### config.mk
export PLATFORM = sky130hd
export DESIGN_NAME = i2c_led_sequencer
export DESIGN_NICKNAME = d
export VERILOG_FILES = /design/src/rtl/ledseq_pkg.sv /design/src/rtl/i2c_line_sync.sv /design/src/rtl/i2c_wr_target.sv /design/src/rtl/pattern_bank.sv /design/src/rtl/stage_timer.sv /design/src/rtl/i2c_led_sequencer.sv
export SDC_FILE = /design/constraint.sdc
export NUM_CORES = 1
export LEC_CHECK = 0
export BUFFER_PORTS_ARGS = -buffer_cell sky130_fd_sc_hd__buf_4
export CORE_ASPECT_RATIO = 0.8
export CORE_UTILIZATION = 45
export DETAILED_ROUTE_END_ITERATION = 10
export PLACE_DENSITY = 0.72
export SYNTH_ARGS = -nofsm -noshare
export SYNTH_HDL_FRONTEND = slang
export SYNTH_SLANG_ARGS = --single-unit
### constraint.sdc
create_clock -name clk -period 2.4 [get_ports clk]
set_clock_uncertainty 0.05 [all_clocks]
set_input_delay 0.6 -clock clk [delete_from_list [all_inputs] [get_ports clk]]
set_output_delay 0.6 -clock clk [all_outputs]
set_load 0.005 [all_outputs]
### src/rtl/ledseq_pkg.sv
package ledseq_pkg;

    localparam int BYTE_W    = 8;
    localparam int BIT_CNT_W = $clog2(BYTE_W + 1);
    localparam int NUM_STAGES = 4;
    localparam int STAGE_W   = $clog2(NUM_STAGES);

    localparam logic [BYTE_W-1:0] REG_PATTERN     = 8'd8;
    localparam logic [BYTE_W-1:0] REG_APPLY       = 8'd7;
    localparam logic [BYTE_W-1:0] APPLY_KEY       = 8'd1;
    localparam logic [BYTE_W-1:0] PATTERN_DEFAULT = 8'hF0;

    typedef enum logic [2:0] {
        BUS_IDLE,
        BUS_ADDR,
        BUS_ADDR_ACK,
        BUS_REG,
        BUS_REG_ACK,
        BUS_DATA,
        BUS_DATA_ACK
    } bus_state_e;

    typedef struct packed {
        logic              valid;
        logic [BYTE_W-1:0] reg_id;
        logic [BYTE_W-1:0] value;
    } wr_req_t;

    typedef struct packed {
        logic red;
        logic green;
    } led_pair_t;

    function automatic logic reg_is_known(input logic [BYTE_W-1:0] r);
        return (r == REG_PATTERN) || (r == REG_APPLY);
    endfunction

    function automatic led_pair_t stage_lights(input logic [BYTE_W-1:0] pat,
                                               input logic [STAGE_W-1:0] stg);
        led_pair_t    res;
        logic [2:0]   red_pos;
        logic [2:0]   grn_pos;
        red_pos   = 3'd7 - {1'b0, stg};
        grn_pos   = 3'd3 - {1'b0, stg};
        res.red   = pat[red_pos];
        res.green = pat[grn_pos];
        return res;
    endfunction

endpackage

### src/rtl/i2c_line_sync.sv
module i2c_line_sync #(
    parameter int STAGES = 2
) (
    input  logic clk,
    input  logic rst,
    input  logic scl_i,
    input  logic sda_i,
    output logic sda_q,
    output logic scl_rise,
    output logic scl_fall,
    output logic start_det,
    output logic stop_det
);

    logic [STAGES-1:0] scl_pipe;
    logic [STAGES-1:0] sda_pipe;
    logic              scl_d;
    logic              sda_d;
    logic              scl_now;
    logic              sda_now;

    always_ff @(posedge clk) begin
        if (rst) begin
            scl_pipe <= '1;
            sda_pipe <= '1;
            scl_d    <= 1'b1;
            sda_d    <= 1'b1;
        end else begin
            scl_pipe <= {scl_pipe[STAGES-2:0], scl_i};
            sda_pipe <= {sda_pipe[STAGES-2:0], sda_i};
            scl_d    <= scl_pipe[STAGES-1];
            sda_d    <= sda_pipe[STAGES-1];
        end
    end

    assign scl_now   = scl_pipe[STAGES-1];
    assign sda_now   = sda_pipe[STAGES-1];
    assign sda_q     = sda_now;
    assign scl_rise  = scl_now & ~scl_d;
    assign scl_fall  = ~scl_now & scl_d;
    assign start_det = scl_now & scl_d & sda_d & ~sda_now;
    assign stop_det  = scl_now & scl_d & ~sda_d & sda_now;

endmodule

### src/rtl/i2c_wr_target.sv
module i2c_wr_target
    import ledseq_pkg::*;
#(
    parameter logic [6:0] DEV_ADDR = 7'h10
) (
    input  logic    clk,
    input  logic    rst,
    input  logic    sda_q,
    input  logic    scl_rise,
    input  logic    scl_fall,
    input  logic    start_det,
    input  logic    stop_det,
    output logic    sda_oe,
    output wr_req_t wr_req
);

    localparam logic [BYTE_W-1:0]    ADDR_WRITE = {DEV_ADDR, 1'b0};
    localparam logic [BIT_CNT_W-1:0] FULL_BYTE  = BIT_CNT_W'(BYTE_W);

    bus_state_e           state;
    logic [BIT_CNT_W-1:0] bit_cnt;
    logic [BYTE_W-1:0]    shreg;
    logic [BYTE_W-1:0]    reg_sel;
    logic                 shifting;
    logic                 byte_done;

    assign shifting  = (state == BUS_ADDR) || (state == BUS_REG) || (state == BUS_DATA);
    assign byte_done = (bit_cnt == FULL_BYTE);

    always_ff @(posedge clk) begin
        if (rst) begin
            state   <= BUS_IDLE;
            bit_cnt <= '0;
            shreg   <= '0;
            reg_sel <= '0;
            sda_oe  <= 1'b0;
            wr_req  <= '0;
        end else begin
            wr_req.valid <= 1'b0;
            if (start_det) begin
                state   <= BUS_ADDR;
                bit_cnt <= '0;
                sda_oe  <= 1'b0;
            end else if (stop_det) begin
                state  <= BUS_IDLE;
                sda_oe <= 1'b0;
            end else if (scl_rise) begin
                if (shifting && !byte_done) begin
                    shreg   <= {shreg[BYTE_W-2:0], sda_q};
                    bit_cnt <= bit_cnt + 1'b1;
                end
            end else if (scl_fall) begin
                case (state)
                    BUS_ADDR: begin
                        if (byte_done) begin
                            if (shreg == ADDR_WRITE) begin
                                sda_oe <= 1'b1;
                                state  <= BUS_ADDR_ACK;
                            end else begin
                                state <= BUS_IDLE;
                            end
                        end
                    end
                    BUS_ADDR_ACK: begin
                        sda_oe  <= 1'b0;
                        state   <= BUS_REG;
                        bit_cnt <= '0;
                    end
                    BUS_REG: begin
                        if (byte_done) begin
                            if (reg_is_known(shreg)) begin
                                reg_sel <= shreg;
                                sda_oe  <= 1'b1;
                                state   <= BUS_REG_ACK;
                            end else begin
                                state <= BUS_IDLE;
                            end
                        end
                    end
                    BUS_REG_ACK: begin
                        sda_oe  <= 1'b0;
                        state   <= BUS_DATA;
                        bit_cnt <= '0;
                    end
                    BUS_DATA: begin
                        if (byte_done) begin
                            sda_oe        <= 1'b1;
                            state         <= BUS_DATA_ACK;
                            wr_req.valid  <= 1'b1;
                            wr_req.reg_id <= reg_sel;
                            wr_req.value  <= shreg;
                        end
                    end
                    BUS_DATA_ACK: begin
                        sda_oe  <= 1'b0;
                        state   <= BUS_DATA;
                        bit_cnt <= '0;
                    end
                    default: begin
                        state <= BUS_IDLE;
                    end
                endcase
            end
        end
    end

endmodule

### src/rtl/pattern_bank.sv
module pattern_bank
    import ledseq_pkg::*;
(
    input  logic              clk,
    input  logic              rst,
    input  wr_req_t           wr_req,
    output logic [BYTE_W-1:0] shadow,
    output logic [BYTE_W-1:0] active,
    output logic              commit
);

    logic load_shadow;

    assign load_shadow = wr_req.valid && (wr_req.reg_id == REG_PATTERN);
    assign commit      = wr_req.valid && (wr_req.reg_id == REG_APPLY)
                         && (wr_req.value == APPLY_KEY);

    always_ff @(posedge clk) begin
        if (rst) begin
            shadow <= PATTERN_DEFAULT;
            active <= PATTERN_DEFAULT;
        end else begin
            if (load_shadow) begin
                shadow <= wr_req.value;
            end
            if (commit) begin
                active <= shadow;
            end
        end
    end

endmodule

### src/rtl/stage_timer.sv
module stage_timer
    import ledseq_pkg::*;
#(
    parameter int STAGE_TICKS = 1000,
    parameter int TICK_W      = 10
) (
    input  logic               clk,
    input  logic               rst,
    input  logic               restart,
    output logic [STAGE_W-1:0] stage,
    output logic [TICK_W-1:0]  tick_cnt
);

    localparam logic [TICK_W-1:0] LAST_TICK = TICK_W'(STAGE_TICKS - 1);

    always_ff @(posedge clk) begin
        if (rst || restart) begin
            stage    <= '0;
            tick_cnt <= '0;
        end else if (tick_cnt == LAST_TICK) begin
            tick_cnt <= '0;
            stage    <= stage + 1'b1;
        end else begin
            tick_cnt <= tick_cnt + 1'b1;
        end
    end

endmodule

### src/rtl/i2c_led_sequencer.sv
module i2c_led_sequencer
    import ledseq_pkg::*;
#(
    parameter logic [6:0] DEV_ADDR    = 7'h10,
    parameter int         STAGE_TICKS = 1000000,
    parameter int         SYNC_STAGES = 2
) (
    input  logic clk,
    input  logic rst,
    input  logic scl_i,
    input  logic sda_i,
    output logic sda_oe,
    output logic led_red,
    output logic led_green
);

    localparam int TICK_W = (STAGE_TICKS > 1) ? $clog2(STAGE_TICKS) : 1;

    logic               sda_q;
    logic               scl_rise;
    logic               scl_fall;
    logic               start_det;
    logic               stop_det;
    wr_req_t            wr_req;
    logic [BYTE_W-1:0]  shadow;
    logic [BYTE_W-1:0]  active;
    logic               commit;
    logic [STAGE_W-1:0] stage_idx;
    logic [TICK_W-1:0]  tick_cnt;
    led_pair_t          lights;

    i2c_line_sync #(
        .STAGES(SYNC_STAGES)
    ) u_sync (
        .clk      (clk),
        .rst      (rst),
        .scl_i    (scl_i),
        .sda_i    (sda_i),
        .sda_q    (sda_q),
        .scl_rise (scl_rise),
        .scl_fall (scl_fall),
        .start_det(start_det),
        .stop_det (stop_det)
    );

    i2c_wr_target #(
        .DEV_ADDR(DEV_ADDR)
    ) u_target (
        .clk      (clk),
        .rst      (rst),
        .sda_q    (sda_q),
        .scl_rise (scl_rise),
        .scl_fall (scl_fall),
        .start_det(start_det),
        .stop_det (stop_det),
        .sda_oe   (sda_oe),
        .wr_req   (wr_req)
    );

    pattern_bank u_bank (
        .clk   (clk),
        .rst   (rst),
        .wr_req(wr_req),
        .shadow(shadow),
        .active(active),
        .commit(commit)
    );

    stage_timer #(
        .STAGE_TICKS(STAGE_TICKS),
        .TICK_W     (TICK_W)
    ) u_timer (
        .clk     (clk),
        .rst     (rst),
        .restart (commit),
        .stage   (stage_idx),
        .tick_cnt(tick_cnt)
    );

    assign lights    = stage_lights(active, stage_idx);
    assign led_red   = lights.red;
    assign led_green = lights.green;

endmodule

**Word level (Yosys, flattened, before mapping)**

Cells that the tools add are included.

- Reduce and logical (&&, ||, !) cells: 26
- Mux-type cells: 25
- Eq/ne operators: 24
- Order comparisons: 2
- Add/sub/neg operators: 5
- Bitwise gates (word level): 16

Operator list:

| cell | number |
|---|---|
| 20-bit by 1-bit adder with 20-bit output (second input constant) | 1 |
| 20-bit equality test (second input constant) | 1 |
| 17-bit 2-to-1 mux | 1 |
| 8-bit by 3-bit equality test with 1-bit output (second input constant) | 2 |
| 8-bit by 4-bit equality test with 1-bit output (second input constant) | 2 |
| 4-bit 2-to-1 mux | 4 |
| 3-bit one-hot mux with 5 select lines | 1 |
| 3-bit 2-to-1 mux | 4 |
| 4-bit by 3-bit != test with 1-bit output (second input constant) | 3 |
| 1-bit 2-to-1 mux | 11 |
| 5-bit AND reduction | 2 |
| 3-bit equality test (second input constant) | 3 |
| 1-bit inverter | 9 |
| 8-bit by 1-bit equality test with 1-bit output (second input constant) | 1 |
| 8-bit by 6-bit equality test with 1-bit output (second input constant) | 1 |
| 3-bit by 4-bit < comparator with 1-bit output (second input constant) | 2 |
| 2-bit by 1-bit != test with 1-bit output (second input constant) | 4 |
| 4-bit AND reduction | 2 |
| 8-bit AND reduction | 1 |
| 1-bit bitwise AND | 7 |
| 7-bit AND reduction | 1 |
| 1-bit binary-select mux with 3-bit select | 2 |
| 3-bit by 2-bit equality test with 1-bit output (second input constant) | 2 |
| 6-bit AND reduction | 1 |
| other kinds (19) | 30 |

- Output and inout port bits: 3
- Word-level logic and storage cells: 115
- Flip-flop bits (word level): 85

**Longest topological paths before layout**

Gate-level depths: netlist of the first run.

- Depth in word-level cells: 9
- Gate-level depth with buffers: 8
- Depth with buffers taken out: 6

**Modules after synthesis**

From an unflattened synthesis of the first run, not the netlist that was laid out.

- Cells, all modules: 388
- Area, all modules: 3,713.6 µm²

By module, submodules not included:

| module | instances | area an instance (µm²) | cells each |
|---|---|---|---|
| i2c_wr_target | 1 | 1,769.2 | 188 |
| stage_timer | 1 | 1,001.0 | 115 |
| pattern_bank | 1 | 700.7 | 67 |
| i2c_line_sync | 1 | 190.2 | 16 |
| i2c_led_sequencer | 1 | 52.6 | 2 |

**Worst setup path before layout of the first run**

OpenSTA, ideal clock, no wires.

- Path type: register to register
- Start: register u_target.shreg[0]
- End: register u_target.state[2]
- Path buffers: 0
- Stages on the path, launching flop included: 5
- Slack: 0.552 ns
- Arrival time: 1.728 ns
- Clock period less this slack: 1.848 ns
- Cells stage by stage: dfxtp_1 -> or3_4 -> a2111o_1 -> or4_1 -> a21oi_1

- Cells in the longest elaborated chain, start to end: 5
- Elaborated cells on any way between the ends: 6
- Those cells by class: 2 x eq/ne; 3 x mux; 1 x reduce/logical

Ends and longest elaborated chain:

| element | RTL line | text |
|---|---|---|
| start, declared | i2c_wr_target.sv:22 | `logic [BYTE_W-1:0] shreg;` |
| start signal, assigned | i2c_wr_target.sv:49 | `shreg <= {shreg[BYTE_W-2:0], sda_q};` |
| 8-bit by 4-bit equality test with 1-bit output or 8-bit by 3-bit equality test with 1-bit output (tied branches) | ledseq_pkg.sv:35 | `return (r == REG_PATTERN) \|\| (r == REG_APPLY);` |
| 1-bit logical OR (*) | ledseq_pkg.sv:35 |  |
| 3-bit 2-to-1 mux (*) | i2c_wr_target.sv:71 | `if (reg_is_known(shreg)) begin` |
| 3-bit 2-to-1 mux (*) | i2c_wr_target.sv:70 | `if (byte_done) begin` |
| 3-bit one-hot mux with 5 select lines (*) | i2c_wr_target.sv:53 | `case (state)` |
| end signal, assigned | i2c_wr_target.sv:58 | `state <= BUS_ADDR_ACK;` |
| end signal, assigned | i2c_wr_target.sv:74 | `state <= BUS_REG_ACK;` |
| end signal, assigned | i2c_wr_target.sv:76 | `state <= BUS_IDLE;` |
| end, declared | i2c_wr_target.sv:20 | `bus_state_e state;` |

Every way passes the cells marked *; elsewhere a longest branch is shown, timed or not. The select of a mux whose other input is x is not followed.
A chain may end at the register's enable or synchronous reset.

**Worst setup path in the final report of the first run**

- Start: register u_timer.stage[0]
- End: output port led_green

- Cells in the longest elaborated chain, start to end: 3

Ends and longest elaborated chain:

| element | RTL line | text |
|---|---|---|
| start, declared | stage_timer.sv:10 | `output logic [STAGE_W-1:0] stage,` |
| start signal, assigned | stage_timer.sv:22 | `stage <= stage + 1'b1;` |
| 2-bit by 2-bit subtractor with 3-bit output | ledseq_pkg.sv:44 | `grn_pos = 3'd3 - {1'b0, stg};` |
| 1-bit binary-select mux with 3-bit select | ledseq_pkg.sv:46 | `res.green = pat[grn_pos];` |
| 1-bit 2-to-1 mux (implied by the code) | ledseq_pkg.sv:46 |  |
| end, declared | i2c_led_sequencer.sv:14 | `output logic led_green` |

Every way passes these cells. The select of a mux whose other input is x is not followed.

==> impl_metrics.env, run 1 <==
export IMPL_yosys_area_top_type="dfxtp_1"
export IMPL_min_path_type="flop to flop"
export IMPL_critPathMaxFanout=5
export IMPL_syn_avg_cell_area_um2=9.33
export IMPL_n_antenna_cell=0
export IMPL_count_of_hold_buffers_inserted_by_post_cts_repair=0
export IMPL_slowest_delay_ns=0.54
export IMPL_clock_fmax_mhz=465
export IMPL_start_kind="flop"
export IMPL_worst_pin_slew_ns=0.604
export IMPL_pwr_share_seq_pct=56.0
export IMPL_sum_neg_setup_slack_ns=0
export IMPL_yosys_cell_types_count=45
export IMPL_wl_per_cell_um=13.9
export IMPL_gr_total_overflow=0
export IMPL_io_pin_count=7
export IMPL_post_route_worst_setup_slack_ns=0.248
export IMPL_power_switching_mw=0.545
export IMPL_setup_worst_path_class="flop to output port"
export IMPL_cts_path_max_buffers=2
export IMPL_antenna_found_initial=0
export IMPL_finalSetupViolCount=0
export IMPL_synthDominantCellAreaShare_pct=47.5
export IMPL_num_vias=2817
export IMPL_nFillCells=710
export IMPL_netSwitchingFraction_pct=21.4
export IMPL_clock_tree_htree_level_count=3
export IMPL_synth_enable_flop_cells=0
export IMPL_antenna_violating_nets_post_route=0
export IMPL_ys_warnings_count=0
export IMPL_synthArstFlopShare_pct=0
export IMPL_drt_vias_per_instance=5.63
export IMPL_areaGrowthSynthToFinish_pct=10.6
export IMPL_power_leakage_nw=1.36
export IMPL_timing_critical_path_max_delay_family="multiplexers"
export IMPL_grt_start_max_net_pins=46
export IMPL_power_share_clock_pct=41.7
export IMPL_synth_common_cells="dfxtp_1 (85), nor2_1 (33), mux2i_1 (32)"
export IMPL_iteration_0_drc_markers=199
export IMPL_clkLatencyLatePin_ns=0.36
export IMPL_post_cts_resized_instances=0
export IMPL_post_route_period_util_pct=89.7
export IMPL_power_combinational_fraction_pct=2.3
export IMPL_crit_buf_inv=1
export IMPL_first_global_vias=2516
export IMPL_grt_pass1_wl_mm=11.6
export IMPL_internal_power_mw=2.00
export IMPL_synth_seq_area_share_pct=47.5
export IMPL_period_minus_slack_ns=2.15
export IMPL_syn_num_nets=391
export IMPL_timing_final_max_slew_violations=0
export IMPL_total_length_of_routed_wires_mm=6.96
export IMPL_ys_flop_type="dfxtp_1"
export IMPL_cp_data_required_time_ns=1.75
export IMPL_ir_worst_vdd_mv=0.295
export IMPL_yosys_cell_count_top_type="dfxtp_1"
export IMPL_relative_slew_margins_pct=59.4
export IMPL_numCtsBuffers=9
export IMPL_tritoncts="done"
export IMPL_die_width_um=102
export IMPL_synth_seq_cells=85
export IMPL_dieHeight_um=81.8
export IMPL_start_util_pct=47.5
export IMPL_layout_drive_gt1_share_pct=10.4
export IMPL_pwr_density_cell_mw_per_mm2=644
export IMPL_final_hold_viol_count=0
export IMPL_setup_repair_after_global_routing_missed_its_margin="no"
export IMPL_timing_critical_path_cells="mux4_2 > buf_4"
export IMPL_fp_row_count=28
export IMPL_design_die_area_mm2=0.00832
export IMPL_place_worst_setup_slack_ns=0.434
export IMPL_timing_critical_path_to_type="output port"
export IMPL_power_total_mw=2.55
export IMPL_first_drt_pass_iteration_count=4
export IMPL_grt_util_all_layers_pct=18.6
export IMPL_cap_viol_max_count=0
export IMPL_gpl_final_weighted_congestion=0.815
export IMPL_dpl_hpwl_mm=4.87
export IMPL_io_buffer_count=6
export IMPL_critical_path_slowest_cell="mux4_2"
export IMPL_layout_nets=397
export IMPL_total_number_of_clock_tree_sinks=85
export IMPL_timing_critical_path_arrival_ns=1.50
export IMPL_postSynthCellCount=384
export IMPL_synth_area_leaders="dfxtp_1 (48%), mux2i_1 (8.9%), nand3_1 (4.1%), nor2_1 (3.5%), o21ai_0 (2.9%)"
export IMPL_cts_root_buf="clkbuf_8"
export IMPL_post_route_drc_count=0
export IMPL_post_cts_setup_buffers=0
export IMPL_synthesis_area_mm2=0.00358
export IMPL_core_region_area_mm2=0.00753
export IMPL_run_status="finished, final reports clean"
export IMPL_clkTransAtPathRegs_ns=0.08
through the flow:
step | area (um2) | cells | hold slack, ns | util, %
2_1_floorplan | 3580 | 384 | 0.339 | -
3_3_place_gp | 3750 | 484 | 0.341 | 49.8
3_5_place_dp | 3750 | 484 | 0.346 | 49.8
4_1_cts | 3960 | 500 | 0.359 | 52.6
5_1_grt | 3960 | 500 | 0.348 | 52.6
6_report | 3960 | 500 | 0.363 | 52.6
state kept, by name (all words and copies together), names as in the netlist, 2 cells and up:
signal / count
u_sync.sda_pipe: 2
u_timer.tick_cnt: 20
u_target.reg_sel: 8
u_target.state: 3
u_target.wr_req: 17
u_timer.stage: 2
u_target.bit_cnt: 4
u_bank.active: 8
u_target.shreg: 8
u_bank.shadow: 8
u_sync.scl_pipe: 2
logic make-up after synthesis:
kind of cell | count (synthesis) | synth area share [%]
AO/OA/AOI/OAI | 59 | 9.99
adder cells (fa/ha/maj) | 3 | 1.05
XOR/XNOR | 13 | 3.18
flip-flops | 85 | 47.5
AND/OR/NAND/NOR | 167 | 25.5
multiplexers | 34 | 10.2
buffers and inverters | 23 | 2.55
power groups by stage:
stage	logic, mW	clock network (mW)	registers [mW]
2_1_floorplan	0.0444	0	1.46
3_3_place_gp	0.0588	0	1.46
3_5_place_dp	0.0600	0	1.46
4_1_cts	0.0602	1.08	1.43
5_1_grt	0.0662	1.15	1.43
6_report	0.0596	1.06	1.43
layout by cell type (no fill, tap or decap), types with 4 or more instances in the layout:
cell,n
and3_1,6
nor2_1,33
nor3_1,15
a21oi_1,18
nor4_1,4
nand3_1,29
buf_4,15
mux2i_1,32
o21ai_0,21
or2_2,6
or3_1,8
xor2_1,10
nand2_1,17
or4_1,4
dfxtp_1,85
and2_1,8
a211oi_1,6
nor4b_1,4
clkbuf_8,12
nand4_1,13
path summary, 6_finish.rpt:
| check | start | end | slack [ns] | cells after the start |
|---|---|---|---|---|
| max | u_timer.stage[0] | led_green | 0.25 | 2 |
| min | u_sync.sda_pipe[0] | u_sync.sda_pipe[1] | 0.36 | 1 |
| max reg2reg | u_target.shreg[7] | u_target.state[2] | 0.43 | 4 |
| min reg2reg | u_sync.sda_pipe[0] | u_sync.sda_pipe[1] | 0.36 | 1 |
per-layer routing:
metal  global-route usage, %  share of wire [%]  up-vias
li1                        -                  -     1419
met5                       0                  0        -
met2                    28.8                 44       43
met1                    24.0                 50     1346
met3                    6.21                3.8        9
met4                    7.10                1.6        0
final cells by class:
cell class              count  area (um2)  share of cell area, %
flip-flops and latches     85        1700                   43.0
clock inverters             3        42.5                   1.07
inverters                   3        11.3                  0.284
repair buffers             15         113                   2.84
multi-input cells         276        1790                   45.3
well taps                 105         131                   3.32
clock buffers              13         169                   4.26
No activity file was read; power rests on OpenSTA's default activity.
==> inputs of run 2 (changes only) <==
--- a/config.mk
+++ b/config.mk
@@ -6,7 +6,7 @@
 export NUM_CORES = 1
 export LEC_CHECK = 0
 export BUFFER_PORTS_ARGS = -buffer_cell sky130_fd_sc_hd__buf_4
-export CORE_ASPECT_RATIO = 0.8
+export CORE_ASPECT_RATIO = 1.1
 export CORE_UTILIZATION = 45
 export DETAILED_ROUTE_END_ITERATION = 10
 export PLACE_DENSITY = 0.72
==> impl_metrics.env, run 2 (synthesis gave the netlist of run 1 again) <==
export IMPL_start_util_pct=47.1
export IMPL_run_status="finished, final reports clean"
export IMPL_antenna_found_initial=0
export IMPL_stdcell_count=499
export IMPL_most_frequent_cells_in_the_layout="dfxtp_1 (85), nor2_1 (33), mux2i_1 (32)"
export IMPL_gpl_final_weighted_congestion=0.818
export IMPL_power_total_mw=2.37
export IMPL_wl_per_cell_um=13.8
export IMPL_layout_nets=397
export IMPL_dieHeight_um=95.6
export IMPL_min_path_type="flop to flop"
export IMPL_ir_worst_vdd_mv=0.247
export IMPL_timing_critical_path_from="u_timer.stage[0]"
export IMPL_io_buffer_count=6
export IMPL_period_minus_slack_ns=2.12
export IMPL_dpl_hpwl_mm=4.81
export IMPL_largest_register_ffs=20
export IMPL_clkTransAtPathRegs_ns=0.08
export IMPL_design_die_area_mm2=0.00832
export IMPL_number_of_cells_in_the_design_after_placement=484
export IMPL_drt_vias_per_instance=5.59
export IMPL_setup_worst_path_class="flop to output port"
export IMPL_grt_pass1_wl_mm=11.6
export IMPL_power_combinational_fraction_pct=2.6
export IMPL_fp_row_count=33
export IMPL_antenna_violating_nets_post_route=0
export IMPL_post_cts_resized_instances=0
export IMPL_iteration_0_drc_markers=146
export IMPL_count_of_hold_buffers_inserted_by_post_cts_repair=0
export IMPL_total_length_of_routed_wires_mm=6.88
export IMPL_pwr_share_seq_pct=60.4
export IMPL_power_share_clock_pct=37.1
export IMPL_areaGrowthSynthToFinish_pct=9.33
export IMPL_power_switching_mw=0.534
export IMPL_numCtsBuffers=9
export IMPL_clock_fmax_mhz=471
export IMPL_finalSetupViolCount=0
export IMPL_io_pin_count=7
export IMPL_post_route_period_util_pct=88.4
export IMPL_clkLatencyLatePin_ns=0.35
export IMPL_cts_root_buf="clkbuf_8"
export IMPL_num_vias=2789
export IMPL_min_from="u_sync.scl_pipe[0]"
export IMPL_layout_commonest_cell="dfxtp_1"
export IMPL_core_region_area_mm2=0.00760
export IMPL_start_kind="flop"
export IMPL_gr_total_overflow=0
export IMPL_timing_critical_path_cells="mux4_2 > buf_4"
export IMPL_post_route_drc_count=0
export IMPL_first_global_vias=2576
export IMPL_relative_slew_margins_pct=64.9
export IMPL_sum_neg_setup_slack_ns=0
export IMPL_power_leakage_nw=1.34
export IMPL_grt_util_all_layers_pct=18.2
export IMPL_internal_power_mw=1.83
export IMPL_max_flop_register="u_timer.tick_cnt"
export IMPL_n_antenna_cell=0
export IMPL_critPathMaxFanout=5
export IMPL_reg_largest_list="u_timer.tick_cnt x20, u_target.wr_req x17"
export IMPL_cts_path_max_buffers=2
export IMPL_worst_pin_slew_ns=0.525
export IMPL_hold_worst_slack_ns=0.362
export IMPL_first_drt_pass_iteration_count=4
export IMPL_slowest_delay_ns=0.54
export IMPL_cp_data_required_time_ns=1.75
export IMPL_cap_viol_max_count=0
export IMPL_setup_repair_after_global_routing_missed_its_margin="no"
export IMPL_worstReg2RegStart="u_target.shreg[0]"
export IMPL_final_hold_viol_count=0
export IMPL_timing_final_max_slew_violations=0
export IMPL_clock_tree_htree_level_count=3
export IMPL_pwr_density_cell_mw_per_mm2=604
export IMPL_tritoncts="done"
export IMPL_die_width_um=87.1
export IMPL_grt_start_max_net_pins=30
export IMPL_post_cts_setup_buffers=0
export IMPL_critical_path_slowest_cell="mux4_2"
export IMPL_timing_critical_path_to_type="output port"
export IMPL_total_number_of_clock_tree_sinks=85
export IMPL_layout_drive_gt1_share_pct=10.4
export IMPL_netSwitchingFraction_pct=22.6
export IMPL_timing_critical_path_arrival_ns=1.47
## run 2: cell type report
cell class | instances | area (um2)
clock buffers | 10 | 138
fillers | 713 | 3680
multi-input cells | 276 | 1790
flip-flops and latches | 85 | 1700
well taps | 105 | 131
inverters | 3 | 11.3
repair buffers | 15 | 113
clock inverters | 5 | 27.5
## run 2: power groups by stage
stage                     combinational [mW]  clock [mW]  sequential (mW)
final                                 0.0605       0.877             1.43
after floorplan                       0.0444           0             1.46
after CTS                             0.0608       0.902             1.43
after global placement                0.0595           0             1.46
after global routing                  0.0665       0.959             1.43
after detailed placement              0.0606           0             1.46
## run 2: worst paths after layout
path	slack, ns	to	cells after the start
hold reg to reg	0.36	u_sync.scl_pipe[1]	1
hold / removal	0.36	u_sync.scl_pipe[1]	1
setup reg to reg	0.45	u_target.state[2]	4
setup / recovery	0.28	led_green	2
## run 2: worst max-delay path, delay by kind of cell (launching register included)
| kind | cells | cell delay, ns |
|---|---|---|
| multiplexers | 1 | 0.54 |
| flip-flops | 1 | 0.43 |
| buffers and inverters | 1 | 0.15 |
## run 2: per-stage QoR
step	setup WS, ns	cell area (um2)	util [%]
5_1_grt	0.206	3920	51.5
6_report	0.278	3920	51.5
3_3_place_gp	0.492	3750	49.4
2_1_floorplan	0.552	3580	-
3_5_place_dp	0.479	3750	49.4
4_1_cts	0.252	3920	51.5
## run 2: layer usage
metal	vias to the layer above	global-route usage (%)	part of all wire, %
li1	1415	-	-
met1	1312	21.9	45
met3	13	3.03	3.5
met5	-	0	0
met4	0	9.72	1.7
met2	49	30.9	49
==> inputs of run 3 (changes only) <==
--- a/config.mk
+++ b/config.mk
@@ -9,6 +9,7 @@
 export CORE_ASPECT_RATIO = 1.1
 export CORE_UTILIZATION = 45
 export DETAILED_ROUTE_END_ITERATION = 10
+export MAX_ROUTING_LAYER = met4
 export PLACE_DENSITY = 0.72
 export SYNTH_ARGS = -nofsm -noshare
 export SYNTH_HDL_FRONTEND = slang
==> impl_metrics.env, run 3 (synthesis gave the netlist of run 1 again) <==
export IMPL_gr_max_usage_layer="met2"
export IMPL_largest_register_ffs=20
export IMPL_cts_path_max_buffers=2
export IMPL_io_buffer_count=6
export IMPL_first_global_vias=2573
export IMPL_numCtsBuffers=9
export IMPL_place_worst_setup_slack_ns=0.479
export IMPL_gr_total_overflow=0
export IMPL_start_util_pct=47.1
export IMPL_grt_util_all_layers_pct=18.7
export IMPL_wl_per_cell_um=13.8
export IMPL_power_leakage_nw=1.34
export IMPL_n_antenna_cell=0
export IMPL_die_width_um=87.1
export IMPL_finish_instance_area_mm2=0.00392
export IMPL_post_route_worst_setup_slack_ns=0.277
export IMPL_drt_vias_per_instance=5.58
export IMPL_total_length_of_routed_wires_mm=6.89
export IMPL_timing_critical_path_arrival_ns=1.47
export IMPL_dieHeight_um=95.6
export IMPL_num_vias=2784
export IMPL_layout_drive_gt1_share_pct=10.4
export IMPL_min_path_type="flop to flop"
export IMPL_cts_root_buf="clkbuf_8"
export IMPL_total_number_of_clock_tree_sinks=85
export IMPL_fp_row_count=33
export IMPL_gpl_final_weighted_congestion=0.830
export IMPL_grt_pass1_wl_mm=11.6
export IMPL_setup_repair_after_global_routing_missed_its_margin="no"
export IMPL_pwr_density_cell_mw_per_mm2=604
export IMPL_most_frequent_cells_in_the_layout="dfxtp_1 (85), nor2_1 (33), mux2i_1 (32)"
export IMPL_clock_fmax_mhz=471
export IMPL_grt_use_met1_pct=21.8
export IMPL_setup_worst_path_class="flop to output port"
export IMPL_cp_data_required_time_ns=1.75
export IMPL_layout_commonest_cell="dfxtp_1"
export IMPL_timing_critical_path_max_delay_family="multiplexers"
export IMPL_met2_track_demand_over_resource_pct=31.0
export IMPL_reg_largest_list="u_timer.tick_cnt x20, u_target.wr_req x17"
export IMPL_power_total_mw=2.37
export IMPL_run_status="finished, final reports clean"
export IMPL_critPathMaxFanout=5
export IMPL_core_region_area_mm2=0.00760
export IMPL_start_kind="flop"
export IMPL_clkTransAtPathRegs_ns=0.08
export IMPL_io_pin_count=7
export IMPL_relative_slew_margins_pct=64.9
export IMPL_cap_viol_max_count=0
export IMPL_worst_pin_slew_ns=0.525
export IMPL_crit_buf_inv=1
export IMPL_antenna_found_initial=0
export IMPL_period_minus_slack_ns=2.12
export IMPL_clkLatencyLatePin_ns=0.35
export IMPL_tritoncts="done"
export IMPL_final_hold_viol_count=0
export IMPL_post_cts_resized_instances=0
export IMPL_timing_critical_path_cells="mux4_2 > buf_4"
export IMPL_count_of_hold_buffers_inserted_by_post_cts_repair=0
export IMPL_layout_nets=397
export IMPL_dpl_hpwl_mm=4.81
export IMPL_finalSetupViolCount=0
export IMPL_clock_tree_htree_level_count=3
export IMPL_post_route_period_util_pct=88.4
export IMPL_stdcell_count=499
export IMPL_design_die_area_mm2=0.00832
export IMPL_areaGrowthSynthToFinish_pct=9.33
export IMPL_critical_path_slowest_cell="mux4_2"
export IMPL_groute_layer_met3_usage_pct=3.29
export IMPL_post_cts_setup_buffers=0
export IMPL_sum_neg_setup_slack_ns=0
export IMPL_timing_final_max_slew_violations=0
export IMPL_max_flop_register="u_timer.tick_cnt"
export IMPL_dpl_instance_area_mm2=0.00375
export IMPL_grt_start_max_net_pins=30
export IMPL_first_drt_pass_iteration_count=4
export IMPL_number_of_cells_in_the_design_after_placement=484
export IMPL_antenna_violating_nets_post_route=0
export IMPL_nFillCells=713
export IMPL_post_route_drc_count=0
export IMPL_iteration_0_drc_markers=157
export IMPL_slowest_delay_ns=0.54
export IMPL_ir_worst_vdd_mv=0.248
export IMPL_timing_critical_path_to_type="output port"
[run 3: area by class of cell]
class                           count  area (um2)  area share (%)
Multi-Input combinational cell    276        1790            45.8
Sequential cell                    85        1700            43.5
Clock buffer                       10         138            3.52
Tap cell                          105         131            3.36
Timing Repair Buffer               15         113            2.88
Clock inverter                      5        27.5           0.703
Inverter                            3        11.3           0.288
[run 3: worst paths after layout]
check / endpoint / cells past startpoint / slack (ns) / from
min: u_sync.scl_pipe[1] / 1 / 0.36 / u_sync.scl_pipe[0]
max reg2reg: u_target.state[2] / 4 / 0.45 / u_target.shreg[0]
max: led_green / 2 / 0.28 / u_timer.stage[0]
min reg2reg: u_sync.scl_pipe[1] / 1 / 0.36 / u_sync.scl_pipe[0]
[run 3: routing by layer]
metal	share of wire [%]	wire, um
met3	3.6	250
met1	45	3100
met4	1.8	126
met5	0	0
met2	50	3410
[run 3: where the power goes]
group | switching (mW) | leakage (nW) | internal (mW)
Clock | 0.487 | 0.0877 | 0.391
Sequential | 0.00976 | 0.687 | 1.42
Combinational | 0.0380 | 0.567 | 0.0225
[run 3: stage by stage]
| step | utilization [%] | hold WS [ns] |
|---|---|---|
| after floorplan | - | 0.339 |
| after global placement | 49.4 | 0.341 |
| after detailed placement | 49.4 | 0.347 |
| after CTS | 51.5 | 0.364 |
| after global routing | 51.5 | 0.374 |
| final | 51.5 | 0.362 |
